[config.mk]
export PLATFORM = sky130hd
export DESIGN_NAME = halfword_sext_unit
export DESIGN_NICKNAME = d
export VERILOG_FILES = /design/src/rtl/hsx_pkg.sv /design/src/rtl/hsx_decode.sv /design/src/rtl/hsx_sext.sv /design/src/rtl/hsx_cond.sv /design/src/rtl/halfword_sext_unit.sv
export SDC_FILE = /design/constraint.sdc
export NUM_CORES = 1
export LEC_CHECK = 0
export ABC_CLOCK_PERIOD_IN_PS = 2700
export BUFFER_PORTS_ARGS = -buffer_cell sky130_fd_sc_hd__buf_2
export CORE_MARGIN = 1.5
export CORE_UTILIZATION = 34
export CTS_CLUSTER_SIZE = 12
export DETAILED_ROUTE_END_ITERATION = 12
export PLACE_DENSITY_LB_ADDON = 0.1
export SYNTH_ARGS = -nofsm -noshare
export SYNTH_HDL_FRONTEND = slang
export SYNTH_SLANG_ARGS = --single-unit
[constraint.sdc]
create_clock -name clk -period 2.7 [get_ports clk]
set_clock_uncertainty 0.1 [all_clocks]
set_input_delay 0.81 -clock clk [delete_from_list [all_inputs] [get_ports clk]]
set_output_delay 0.81 -clock clk [all_outputs]
set_load 0.01 [all_outputs]
[src/rtl/hsx_pkg.sv]
package hsx_pkg;

   localparam int INSTR_W = 32;
   localparam int IDX_W   = 5;
   localparam int MAJOR_W = 6;
   localparam int MINOR_W = 10;

   // Field order is the instruction layout, most significant first.
   typedef struct packed {
      logic [MAJOR_W-1:0] major;
      logic [IDX_W-1:0]   src_idx;
      logic [IDX_W-1:0]   dst_idx;
      logic [IDX_W-1:0]   spare_idx;
      logic [MINOR_W-1:0] minor;
      logic               record;
   } xform_t;

   typedef struct packed {
      logic lt;
      logic gt;
      logic eq;
      logic so;
   } cond_t;

endpackage

[src/rtl/hsx_decode.sv]
module hsx_decode
   import hsx_pkg::*;
#(
   parameter int unsigned MAJOR = 31,
   parameter int unsigned MINOR = 922
) (
   input  logic [INSTR_W-1:0] word,
   output xform_t             fields,
   output logic               hit
);
   localparam logic [MAJOR_W-1:0] MAJOR_C = MAJOR_W'(MAJOR);
   localparam logic [MINOR_W-1:0] MINOR_C = MINOR_W'(MINOR);

   initial begin
      assert (MAJOR < (1 << MAJOR_W)) else $error("MAJOR does not fit its field");
      assert (MINOR < (1 << MINOR_W)) else $error("MINOR does not fit its field");
      assert ($bits(xform_t) == INSTR_W) else $error("field layout width mismatch");
   end

   always_comb begin
      fields = xform_t'(word);
      hit    = (fields.major == MAJOR_C) && (fields.minor == MINOR_C);
   end
endmodule

[src/rtl/hsx_sext.sv]
module hsx_sext #(
   parameter int XLEN  = 64,
   parameter int SRC_W = 16
) (
   input  logic [XLEN-1:0] src,
   output logic [XLEN-1:0] res
);
   localparam int EXT_W = XLEN - SRC_W;

   initial begin
      assert (SRC_W > 0 && SRC_W <= XLEN) else $error("SRC_W out of range");
   end

   assign res[SRC_W-1:0] = src[SRC_W-1:0];

   generate
      if (EXT_W > 0) begin : g_extend
         logic unused_upper;
         assign unused_upper = ^src[XLEN-1:SRC_W];
         for (genvar b = SRC_W; b < XLEN; b++) begin : g_bit
            assign res[b] = src[SRC_W-1];
         end
      end
   endgenerate
endmodule

[src/rtl/hsx_cond.sv]
module hsx_cond
   import hsx_pkg::*;
#(
   parameter int XLEN = 64
) (
   input  logic [XLEN-1:0] value,
   input  logic            so_in,
   output cond_t           field
);
   initial begin
      assert (XLEN >= 2) else $error("XLEN too small");
   end

   always_comb begin
      field.lt = value[XLEN-1];
      field.eq = (value == '0);
      field.gt = !field.lt && !field.eq;
      field.so = so_in;
   end
endmodule

[src/rtl/halfword_sext_unit.sv]
module halfword_sext_unit
   import hsx_pkg::*;
#(
   parameter int          XLEN   = 64,
   parameter int          HALF_W = 16,
   parameter int unsigned MAJOR  = 31,
   parameter int unsigned MINOR  = 922
) (
   input  logic                 clk,
   input  logic                 rst_n,
   input  logic                 in_valid,
   input  logic [INSTR_W-1:0]   instr_word,
   input  logic [XLEN-1:0]      src_value,
   input  logic                 sum_ovf_in,
   output logic [IDX_W-1:0]     out_dst_idx,
   output logic [XLEN-1:0]      out_result,
   output logic                 out_result_we,
   output logic [3:0]           out_cond,
   output logic                 out_cond_we,
   output logic                 out_unhandled
);
   localparam int EXT_W = XLEN - HALF_W;

   initial begin
      assert (HALF_W < XLEN) else $error("HALF_W must be narrower than XLEN");
   end

   xform_t          fields;
   logic            hit;
   logic [XLEN-1:0] ext_value;
   cond_t           cond_next;
   logic            unused_fields;

   assign unused_fields = ^{fields.src_idx, fields.spare_idx};

   hsx_decode #(.MAJOR(MAJOR), .MINOR(MINOR)) u_decode (
      .word   (instr_word),
      .fields (fields),
      .hit    (hit)
   );

   hsx_sext #(.XLEN(XLEN), .SRC_W(HALF_W)) u_sext (
      .src (src_value),
      .res (ext_value)
   );

   hsx_cond #(.XLEN(XLEN)) u_cond (
      .value (ext_value),
      .so_in (sum_ovf_in),
      .field (cond_next)
   );

   always_ff @(posedge clk) begin
      if (!rst_n) begin
         out_result_we <= 1'b0;
         out_cond_we   <= 1'b0;
         out_unhandled <= 1'b0;
         out_dst_idx   <= '0;
         out_result    <= '0;
         out_cond      <= '0;
      end else begin
         out_result_we <= in_valid && hit;
         out_cond_we   <= in_valid && hit && fields.record;
         out_unhandled <= in_valid && !hit;
         if (in_valid && hit) begin
            out_dst_idx <= fields.dst_idx;
            out_result  <= ext_value;
            out_cond    <= cond_next;
         end
      end
   end

   assert_match_writes_R1: assert property (@(posedge clk) disable iff (!rst_n)
      (in_valid && hit) |=> (out_result_we && out_dst_idx == $past(instr_word[20:16])));

   assert_upper_copies_sign_R2: assert property (@(posedge clk) disable iff (!rst_n)
      out_result_we |-> (out_result[XLEN-1:HALF_W] == {EXT_W{out_result[HALF_W-1]}}));

   assert_low_half_kept_R3: assert property (@(posedge clk) disable iff (!rst_n)
      (in_valid && hit) |=> (out_result[HALF_W-1:0] == $past(src_value[HALF_W-1:0])));

   assert_no_cond_plain_R4: assert property (@(posedge clk) disable iff (!rst_n)
      (in_valid && !instr_word[0]) |=> !out_cond_we);

   assert_one_relation_R5: assert property (@(posedge clk) disable iff (!rst_n)
      out_cond_we |-> ($countones(out_cond[3:1]) == 1 && out_result_we));

   assert_so_copied_R6: assert property (@(posedge clk) disable iff (!rst_n)
      (in_valid && hit && instr_word[0]) |=> (out_cond[0] == $past(sum_ovf_in)));

   assert_unhandled_quiet_R7: assert property (@(posedge clk) disable iff (!rst_n)
      out_unhandled |-> (!out_result_we && !out_cond_we));

   assert_idle_quiet_R8: assert property (@(posedge clk) disable iff (!rst_n)
      !in_valid |=> (!out_result_we && !out_cond_we && !out_unhandled));
endmodule

==> summary.txt, run 1 <==
Timing
  – Minimum clock period: 2.14 ns
  – Worst setup margin: 0.559 ns
  – Final Hold Viols: 0
  – Slew @ Worst Pin: 0.509 ns
  – Final hold slack: 0.356 ns
  – Max-slew violation count: 0
  – Fmax: 467 MHz
  – RSZ-0062 raised after global routing: no
  – Slew headroom: 66.1%
  – Setup TNS Final: 0 ns
  – # setup viols final: 0
  – Final clock period utilization by the worst path: 79.3%

Critical path
  – CP endpoint kind: register
  – Critical path's top delay family: simple AND/OR/NAND/NOR gates
  – R2R depth: 2
  – Slowest CP cell: and2_4
  – CP max stage delay: 0.48 ns
  – CP Class: in2reg
  – Buf+Inv Stages, Crit Path: 1
  – Setup crit start kind: input port
  – Maximum fanout along the worst path: 24
  – Reg-to-reg slack, setup: 2.01 ns
  – Crit path cell chain: buf_2 -> nand4bb_1 -> nor4_4 -> and2_4 -> mux2i_1
  – FF-to-FF End: out_result[15]$_SDFFE_PN0P_
  – CP Data Arrival Time: 2.25 ns
  – Reg-to-Reg Start: out_result[15]$_SDFFE_PN0P_
  – CP required: 2.81 ns

Detailed routing
  – 1st-pass router iterations: 6
  – Vias post-DR: 1263
  – Via density: 4.34
  – Detailed Route Iter0 Violations: 39
  – DR DRC count: 0
  – Final ANT Viol Nets: 0
  – WL/cell: 10.5 µm
  – Routed WL: 3.04 mm

Finish
  – Most frequent cells in the layout: buf_2 (117), nand2_1 (47), dfxtp_1 (27)
  – Commonest non-fill, non-tap cell in the layout: buf_2
  – Number of fill cells: 471
  – Cell area after layout: 0.00182 mm²
  – Area taken by multi-input logic gates: 562 µm²
  – Layout area overhead: 17.6%
  – Nets: 340
  – # diodes: 0
  – Layout cells sized above 1: 53.1%
  – FF+latch area: 541 µm²

Global route
  – Largest net degree at the start of global routing: 51
  – First-pass GRT wire length: 4.69 mm
  – Vias in the first global route: 1033
  – Antenna violations before repair: 0
  – GRT Util Overall: 11.6%
  – Total gr overflow: 0

Synth
  – Synthesized area: 0.00155 mm²
  – Syn Nets: 272
  – Synth Instances: 172
  – Synth Warn #: 0
  – Top cell type's share of synthesized area: 34.9%
  – Synth area leader: dfxtp_1
  – Mapped Avg Cell Area: 9.01 µm²
  – Sequential element share of the synthesized area: 34.9%
  – Flops & latches, synth: 27
  – Area contributors post-synth: dfxtp_1 (35%), buf_4 (24%), mux2i_1 (14%)
  – Yosys cell types: 20

Min path
  – Hold Path Sink: out_cond[2]$_SDFFE_PN0P_
  – Worst min path class: reg2reg
  – Hold depth: 2
  – Hold Startpoint: out_cond[2]$_SDFFE_PN0P_

Floorplanning
  – I/O Pins: 176
  – Core ar.: 0.00435 mm²
  – # rows: 24
  – DIE WIDTH: 70.5 µm
  – Full die area: 0.00497 mm²
  – Starting Density: 35.6%
  – Die Y-Extent: 70.5 µm

Pwr
  – Pwr dens: 381 mW/mm²
  – Static leakage: 1.01 nW
  – Worst VDD drop: 0.191 mV

Placement
  – GPL Wtd Cong: 0.725
  – Placed Area: 0.00178 mm²
  – Port Buffer Count: 117
  – Setup slack at placement: 0.259 ns
  – Hpwl dp: 2.30 mm

CTS
  – CTS Buf Count: 3
  – Clk buf depth: 2
  – Clock Latency Late Sink: 0.27 ns
  – Clock transition at path regs: 0.09 ns
  – Cts hold-fix bufs: 0
  – # Post-CTS Setup Buffers: 0
  – # clock sinks: 27
  – Cts repair resizes: 0
  – H-Tree Depth: 1
  – CTS tree: done
  – Clock root buffer: clkbuf_8

Status
  – Status: complete, no violations

Run
  – Max Cap Violations: 0
[per-layer routing]
metal	vias to the layer above	part of all wire [%]	global-route usage [%]
li1	644	-	-
met1	540	43	14.5
met2	75	46	19.8
met3	4	9.3	2.02
met4	0	1.2	4.49
met5	-	0	0
[state kept, by name, summed over array words and instances (netlist names)]
register,flops
out_result_we,1
out_unhandled,1
out_cond_we,1
out_result,16
out_cond,3
out_dst_idx,5
[stage by stage]
step | instances | util [%] | total power [mW]
2_1_floorplan | 172 | - | 0.431
3_3_place_gp | 287 | 40.8 | 0.471
3_5_place_dp | 287 | 40.8 | 0.471
4_1_cts | 291 | 41.8 | 0.707
5_1_grt | 291 | 41.8 | 0.730
6_report | 291 | 41.8 | 0.694
[area by class of cell]
class | count | area share (%)
clock buffer | 3 | 2.27
clock inverter | 1 | 0.275
timing repair buffer | 120 | 33.4
tap | 52 | 3.57
sequential | 27 | 29.7
multi-input combinational | 88 | 30.8
[cells in the mapped netlist]
library cell	n
o21ai_1	2
dfxtp_1	27
and4_1	1
nor4_1	4
and2_4	1
and3_1	1
nor2_1	1
nand4bb_1	1
nand4_1	2
and2_1	1
nand4bb_4	1
mux2i_1	22
nand2_1	47
nand4b_1	2
nor4_4	1
clkbuf_1	4
nor2b_1	1
buf_4	49
buf_1	1
buf_12	3
[kinds of logic (layout without fill, tap and decap cells)]
| family | count (synthesis) | count (layout) | share of synthesized area, % |
|---|---|---|---|
| AND/OR/NAND/NOR | 64 | 64 | 21.4 |
| buffers and inverters | 57 | 124 | 28.8 |
| flip-flops | 27 | 27 | 34.9 |
| multiplexers | 22 | 22 | 14.2 |
| AO/OA/AOI/OAI | 2 | 2 | 0.646 |
[tightest hold or removal path, cell delays in order, from the launching register on]
cell     delay [ns]
dfxtp_1        0.32
nand2_1        0.05
o21ai_1        0.05
[report_power, final]
part / total, mW / switching (mW) / internal, mW
sequential: 0.399 / 0.000171 / 0.399
clock: 0.233 / 0.130 / 0.104
combinational: 0.0619 / 0.0303 / 0.0317
[how the worst max path moves through the flow]
| stage | startpoint | end | depth (start not counted) | slack (ns) |
|---|---|---|---|---|
| finish | instr_word[7] | out_result[15]$_SDFFE_PN0P_ | 5 | 0.56 |
| global route | instr_word[7] | out_result[9]$_SDFFE_PN0P_ | 5 | 0.45 |
| CTS | instr_word[7] | out_result[3]$_SDFFE_PN0P_ | 5 | 0.55 |
| detailed placement | instr_word[7] | out_result[0]$_SDFFE_PN0P_ | 5 | 0.26 |
| global placement | instr_word[7] | out_result[12]$_SDFFE_PN0P_ | 5 | 0.25 |
| floorplan | out_result[15]$_SDFFE_PN0P_ | out_result[15] | 1 | 0.38 |
Power figures use the tool's default switching activity.
==> run 2, diff against run 1 <==
Settings changed: ABC_CLOCK_PERIOD_IN_PS 2700 to 1940, CORE_UTILIZATION 34 to 31.
Clock period 2.7 ns to 1.94 ns, I/O delays scaled along.
==> summary.txt, run 2 (synthesis gave the netlist of run 1 again) <==
Status
  – Status: complete, no violations (unchanged)

Critical path
  – Critical path's top delay family: flip-flops (was simple AND/OR/NAND/NOR gates)
  – R2R depth: 2 (unchanged)
  – Maximum fanout along the worst path: 51 (was 24)
  – Reg-to-Reg Start: out_result[15]$_SDFFE_PN0P_ (unchanged)
  – CP required: 1.26 ns (was 2.81 ns)
  – CP max stage delay: 0.56 ns (was 0.48 ns)
  – FF-to-FF End: out_result[15]$_SDFFE_PN0P_ (unchanged)
  – CP Data Arrival Time: 1.04 ns (was 2.25 ns)
  – Buf+Inv Stages, Crit Path: 1 (unchanged)
  – Setup crit start kind: register (was input port)
  – Reg-to-reg slack, setup: 1.01 ns (was 2.01 ns)
  – Slowest CP cell: dfxtp_4 (was and2_4)
  – CP Class: reg2out (was in2reg)
  – CP endpoint kind: primary output (was register)
  – Crit path cell chain: buf_2 (was buf_2 -> nand4bb_1 -> nor4_4 -> and2_4 -> mux2i_1)

Timing
  – Minimum clock period: 1.72 ns
  – Max-slew violation count: 0 (unchanged)
  – Final clock period utilization by the worst path: 88.7%
  – Final Hold Viols: 0 (unchanged)
  – Slew @ Worst Pin: 0.330 ns (was 0.509 ns)
  – # setup viols final: 0 (unchanged)
  – Worst setup margin: 0.218 ns (was 0.559 ns)
  – RSZ-0062 raised after global routing: no (unchanged)
  – Slew headroom: 77.8% (was 66.1%)
  – Fmax: 581 MHz

Finish
  – Nets: 343 (was 340)
  – Register name with the most flops: out_result (unchanged)
  – Max FFs per register: 16 (unchanged)
  – Layout area overhead: 23.9% (was 17.6%)
  – Cell area after layout: 0.00192 mm² (was 0.00182 mm²)
  – # diodes: 0 (unchanged)
  – Commonest non-fill, non-tap cell in the layout: buf_2 (unchanged)
  – Layout cells sized above 1: 54.1% (was 53.1%)
  – Regs by FF count: out_result: 16 flops, out_dst_idx: 5 flops, out_cond: 3 flops (unchanged)
  – Most frequent cells in the layout: buf_2 (117), nand2_1 (47), dfxtp_1 (26) (was buf_2 (117), nand2_1 (47), dfxtp_1 (27))
  – Number of fill cells: 513 (was 471)

CTS
  – # Post-CTS Setup Buffers: 0 (unchanged)
  – Clk buf depth: 2 (unchanged)
  – Clock transition at path regs: 0.10 ns (was 0.09 ns)
  – CTS tree: done (unchanged)
  – CTS Buf Count: 3 (unchanged)
  – H-Tree Depth: 1 (unchanged)
  – # clock sinks: 27 (unchanged)
  – Clock Latency Late Sink: 0.28 ns (was 0.27 ns)
  – Clock root buffer: clkbuf_8 (unchanged)

Global route
  – Met1 usage: 13.5% (was 14.5%)
  – GRT Util Overall: 11.5% (was 11.6%)
  – GR peak layer: met2 (unchanged)
  – Vias in the first global route: 1076 (was 1033)
  – Largest net degree at the start of global routing: 52 (was 51)
  – First-pass GRT wire length: 4.80 mm (was 4.69 mm)
  – Total gr overflow: 0 (unchanged)
  – Fraction of met3 tracks used by global routing: 2.47% (was 2.02%)
  – Antenna violations before repair: 0 (unchanged)
  – M2 GR Usage: 20.3% (was 19.8%)

Floorplanning
  – Core ar.: 0.00475 mm² (was 0.00435 mm²)
  – # rows: 25 (was 24)
  – DIE WIDTH: 73.7 µm (was 70.5 µm)
  – Full die area: 0.00543 mm² (was 0.00497 mm²)
  – I/O Pins: 176 (unchanged)
  – Starting Density: 32.6% (was 35.6%)
  – Die Y-Extent: 73.7 µm (was 70.5 µm)

Detailed routing
  – Routed WL: 3.09 mm (was 3.04 mm)
  – WL/cell: 10.0 µm (was 10.5 µm)
  – Detailed Route Iter0 Violations: 51 (was 39)
  – Vias post-DR: 1269 (was 1263)
  – Via density: 4.11 (was 4.34)
  – Final ANT Viol Nets: 0 (unchanged)
  – 1st-pass router iterations: 3 (was 6)
  – DR DRC count: 0 (unchanged)

Placement
  – Placed Area: 0.00187 mm² (was 0.00178 mm²)
  – GPL Wtd Cong: 0.701 (was 0.725)
  – Port Buffer Count: 117 (unchanged)
  – Hpwl dp: 2.48 mm (was 2.30 mm)
  – Setup slack at placement: -0.0371 ns (was 0.259 ns)

Pwr
  – Worst VDD drop: 0.267 mV (was 0.191 mV)
  – Pwr dens: 507 mW/mm² (was 381 mW/mm²)
  – Static leakage: 1.03 nW (was 1.01 nW)

Run
  – Max Cap Violations: 0 (unchanged)

Min path
  – Hold Path Sink: out_cond[1]$_SDFFE_PN0P_ (was out_cond[2]$_SDFFE_PN0P_)
  – Worst min path class: reg2reg (unchanged)
  – Hold depth: 2 (unchanged)
  – Hold Startpoint: out_cond[1]$_SDFFE_PN0P_ (was out_cond[2]$_SDFFE_PN0P_)
-- run 2: what timing repair did --
item / CTS / global route
hold buffers: 0 / 0
setup endpoints to repair: 0 / 50
gates resized for setup: 0 / 1
-- run 2: layout make-up --
class                      instances  area (µm²)  area share, %
timing repair buffer             123         681           35.5
multi-input combinational         88         562           29.3
sequential                        27         544           28.4
tap                               67        83.8           4.37
clock buffer                       3        41.3           2.15
clock inverter                     1        7.51          0.391
-- run 2: worst max path at each step --
stage          slack, ns  depth (start not counted)                   startpoint                          end
2_1_floorplan       0.03                          6                instr_word[3]  out_result[15]$_SDFFE_PN0P_
3_3_place_gp       -0.03                          6                instr_word[3]   out_result[3]$_SDFFE_PN0P_
3_5_place_dp       -0.04                          6                instr_word[3]     out_cond[0]$_SDFFE_PN0P_
4_1_cts         0.000007                          1  out_result[15]$_SDFFE_PN0P_               out_result[19]
5_1_grt              0.1                          1  out_result[15]$_SDFFE_PN0P_               out_result[60]
6_report            0.22                          1  out_result[15]$_SDFFE_PN0P_               out_result[19]
-- run 2: metal layers --
layer | wire [µm] | up-vias
li1 | - | 652
met1 | 1280 | 547
met2 | 1530 | 65
met3 | 244 | 5
met4 | 37 | 0
met5 | 0 | -
-- run 2: metrics by stage --
stage	utilization (%)	std cells	total power [mW]	TNS (ns)	hold WS, ns
6_report	40.4	309	0.973	0	0.354
5_1_grt	40.4	309	1.02	0	0.381
4_1_cts	40.3	309	0.997	0	0.359
3_5_place_dp	39.3	305	0.658	-0.238	0.343
3_3_place_gp	39.3	305	0.658	-0.161	0.343
2_1_floorplan	-	172	0.600	0	0.373
-- run 2: where the power goes --
group	internal (mW)	total, mW	switching [mW]
logic	0.0468	0.0890	0.0422
clock network	0.146	0.331	0.185
registers	0.553	0.554	0.000219
total	0.746	0.973	0.227
-- run 2: worst register-to-register path, delay by kind of cell, from the launching register on --
family	cells	cell delay, ns
AND/OR/NAND/NOR	1	0.09
flip-flops	1	0.56
multiplexers	1	0.12
==> run 3, diff against run 2 <==
Settings changed: ABC_CLOCK_PERIOD_IN_PS 1940 to 1800, CORE_UTILIZATION 31 to 34.
Clock period 1.94 ns to 1.8 ns, I/O delays scaled along.
==> summary.txt, run 3 (synthesis gave the netlist of run 1 again) <==
Status
  – Status: complete, no violations (unchanged)

Detailed routing
  – DR DRC count: 0 (unchanged)
  – Routed WL: 3.04 mm (was 3.09 mm)
  – WL/cell: 10.3 µm (was 10.0 µm)
  – 1st-pass router iterations: 4 (was 3)
  – Detailed Route Iter0 Violations: 33 (was 51)
  – Vias post-DR: 1274 (was 1269)
  – Final ANT Viol Nets: 0 (unchanged)
  – Via density: 4.30 (was 4.11)

Finish
  – Regs by FF count: out_result: 16 flops, out_dst_idx: 5 flops, out_cond: 3 flops (unchanged)
  – Layout area overhead: 22.5% (was 23.9%)
  – Nets: 345 (was 343)
  – Commonest non-fill, non-tap cell in the layout: buf_2 (unchanged)
  – Register name with the most flops: out_result (unchanged)
  – Most frequent cells in the layout: buf_2 (117), nand2_1 (47), dfxtp_1 (26) (unchanged)
  – # diodes: 0 (unchanged)
  – Layout cells sized above 1: 54.5% (was 54.1%)
  – Max FFs per register: 16 (unchanged)

Floorplanning
  – I/O Pins: 176 (unchanged)
  – Die Y-Extent: 70.5 µm (was 73.7 µm)
  – Starting Density: 35.6% (was 32.6%)
  – # rows: 24 (was 25)
  – Full die area: 0.00497 mm² (was 0.00543 mm²)
  – DIE WIDTH: 70.5 µm (was 73.7 µm)
  – Core ar.: 0.00435 mm² (was 0.00475 mm²)

CTS
  – Clock Latency Late Sink: 0.27 ns (was 0.28 ns)
  – Cts hold-fix bufs: 0 (unchanged)
  – H-Tree Depth: 1 (unchanged)
  – # clock sinks: 27 (unchanged)
  – Clock transition at path regs: 0.09 ns (was 0.10 ns)
  – Cts repair resizes: 0 (unchanged)
  – CTS Buf Count: 3 (unchanged)
  – Clock root buffer: clkbuf_8 (unchanged)
  – # Post-CTS Setup Buffers: 0 (unchanged)
  – CTS tree: done (unchanged)
  – Clk buf depth: 2 (unchanged)

Global route
  – First-pass GRT wire length: 4.82 mm (was 4.80 mm)
  – Largest net degree at the start of global routing: 51 (was 52)
  – Total gr overflow: 0 (unchanged)
  – Antenna violations before repair: 0 (unchanged)
  – GRT Util Overall: 11.8% (was 11.5%)
  – Vias in the first global route: 1105 (was 1076)

Timing
  – Final clock period utilization by the worst path: 90.2%
  – # setup viols final: 0 (unchanged)
  – RSZ-0062 raised after global routing: no (unchanged)
  – Final hold slack: 0.359 ns (was 0.354 ns)
  – Slew @ Worst Pin: 0.378 ns (was 0.330 ns)
  – Max-slew violation count: 0 (unchanged)
  – Minimum clock period: 1.62 ns
  – Fmax: 616 MHz
  – Final Hold Viols: 0 (unchanged)
  – Slew headroom: 74.6% (was 77.8%)

Pwr
  – Static leakage: 1.04 nW (was 1.03 nW)
  – Pwr Total: 1.04 mW (was 973 µW)
  – Pwr dens: 546 mW/mm² (was 507 mW/mm²)
  – Worst VDD drop: 0.630 mV (was 0.267 mV)

Critical path
  – Slowest CP cell: nor4_4 (was dfxtp_4)
  – CP Class: in2reg (was reg2out)
  – Reg-to-reg slack, setup: 1.10 ns (was 1.01 ns)
  – Setup crit start kind: input port (was register)
  – CP max stage delay: 0.31 ns (was 0.56 ns)
  – Maximum fanout along the worst path: 5 (was 51)
  – CP Data Arrival Time: 1.72 ns (was 1.04 ns)
  – CP endpoint kind: register (was primary output)
  – CP required: 1.90 ns (was 1.26 ns)
  – Crit path cell chain: buf_2 -> nand4bb_1 -> nor4_4 -> and2_4 -> buf_4 -> mux2i_1 (was buf_2)

Run
  – Max Cap Violations: 0 (unchanged)

Placement
  – GPL Wtd Cong: 0.680 (was 0.701)
  – Port Buffer Count: 117 (unchanged)
  – Hpwl dp: 2.43 mm (was 2.48 mm)

Min path
  – Worst min path class: reg2reg (unchanged)
-- run 3: cell types whose count changed in the layout (fill, tap and decap cells not counted) --
cell | previous run | this run
buf_4 | 2 | 5
clkinv_2 | 0 | 1
clkinvlp_4 | 1 | 0
dfxtp_2 | 0 | 1
dfxtp_4 | 1 | 0
buf_12 | 4 | 3
-- run 3: per-stage QoR --
stage | std cells | instance area (µm²) | setup WS, ns | setup TNS, ns | util (%)
floorplan | 172 | 1550 | -0.0718 | -1.16 | -
global route | 296 | 1900 | 0.0837 | 0 | 43.6
global placement | 292 | 1850 | -0.139 | -2.57 | 42.5
finish | 296 | 1900 | 0.176 | 0 | 43.6
CTS | 296 | 1900 | 0.157 | 0 | 43.6
detailed placement | 292 | 1850 | -0.137 | -2.71 | 42.5
-- run 3: path summary, 6_finish.rpt --
path / start / endpoint / cells past startpoint
min: out_result[3]$_SDFFE_PN0P_ / out_result[3]$_SDFFE_PN0P_ / 2
min reg2reg: out_result[3]$_SDFFE_PN0P_ / out_result[3]$_SDFFE_PN0P_ / 2
max: instr_word[7] / out_result[6]$_SDFFE_PN0P_ / 6
max reg2reg: out_result[15]$_SDFFE_PN0P_ / out_result[15]$_SDFFE_PN0P_ / 2
-- run 3: per-layer routing --
layer  vias to the layer above  global-route usage (%)  routed length [µm]
met2                        75                    20.9                1450
met1                       540                    14.3                1300
met3                         2                    3.17                 280
met4                         0                    2.56                  12
li1                        657                       -                   -
met5                         -                       0                   0
-- run 3: critical path: cells and delay by family --
family	cells	cell delay, ns
muxes	1	0.18
buffers and inverters	2	0.25
and+or+nand+nor	3	0.76
-- run 3: final cells by class --
type	instances	area [µm²]
clock buffers	3	41.3
clock inverters	1	5.00
fillers	452	2460
multi-input cells	88	562
flip-flops and latches	27	542
well taps	52	65.1
repair buffers	125	683
-- run 3: where the power goes --
group / internal [mW] / switching, mW / total [mW]
clock network: 0.155 / 0.186 / 0.341
logic: 0.0504 / 0.0457 / 0.0961
registers: 0.598 / 0.000288 / 0.598
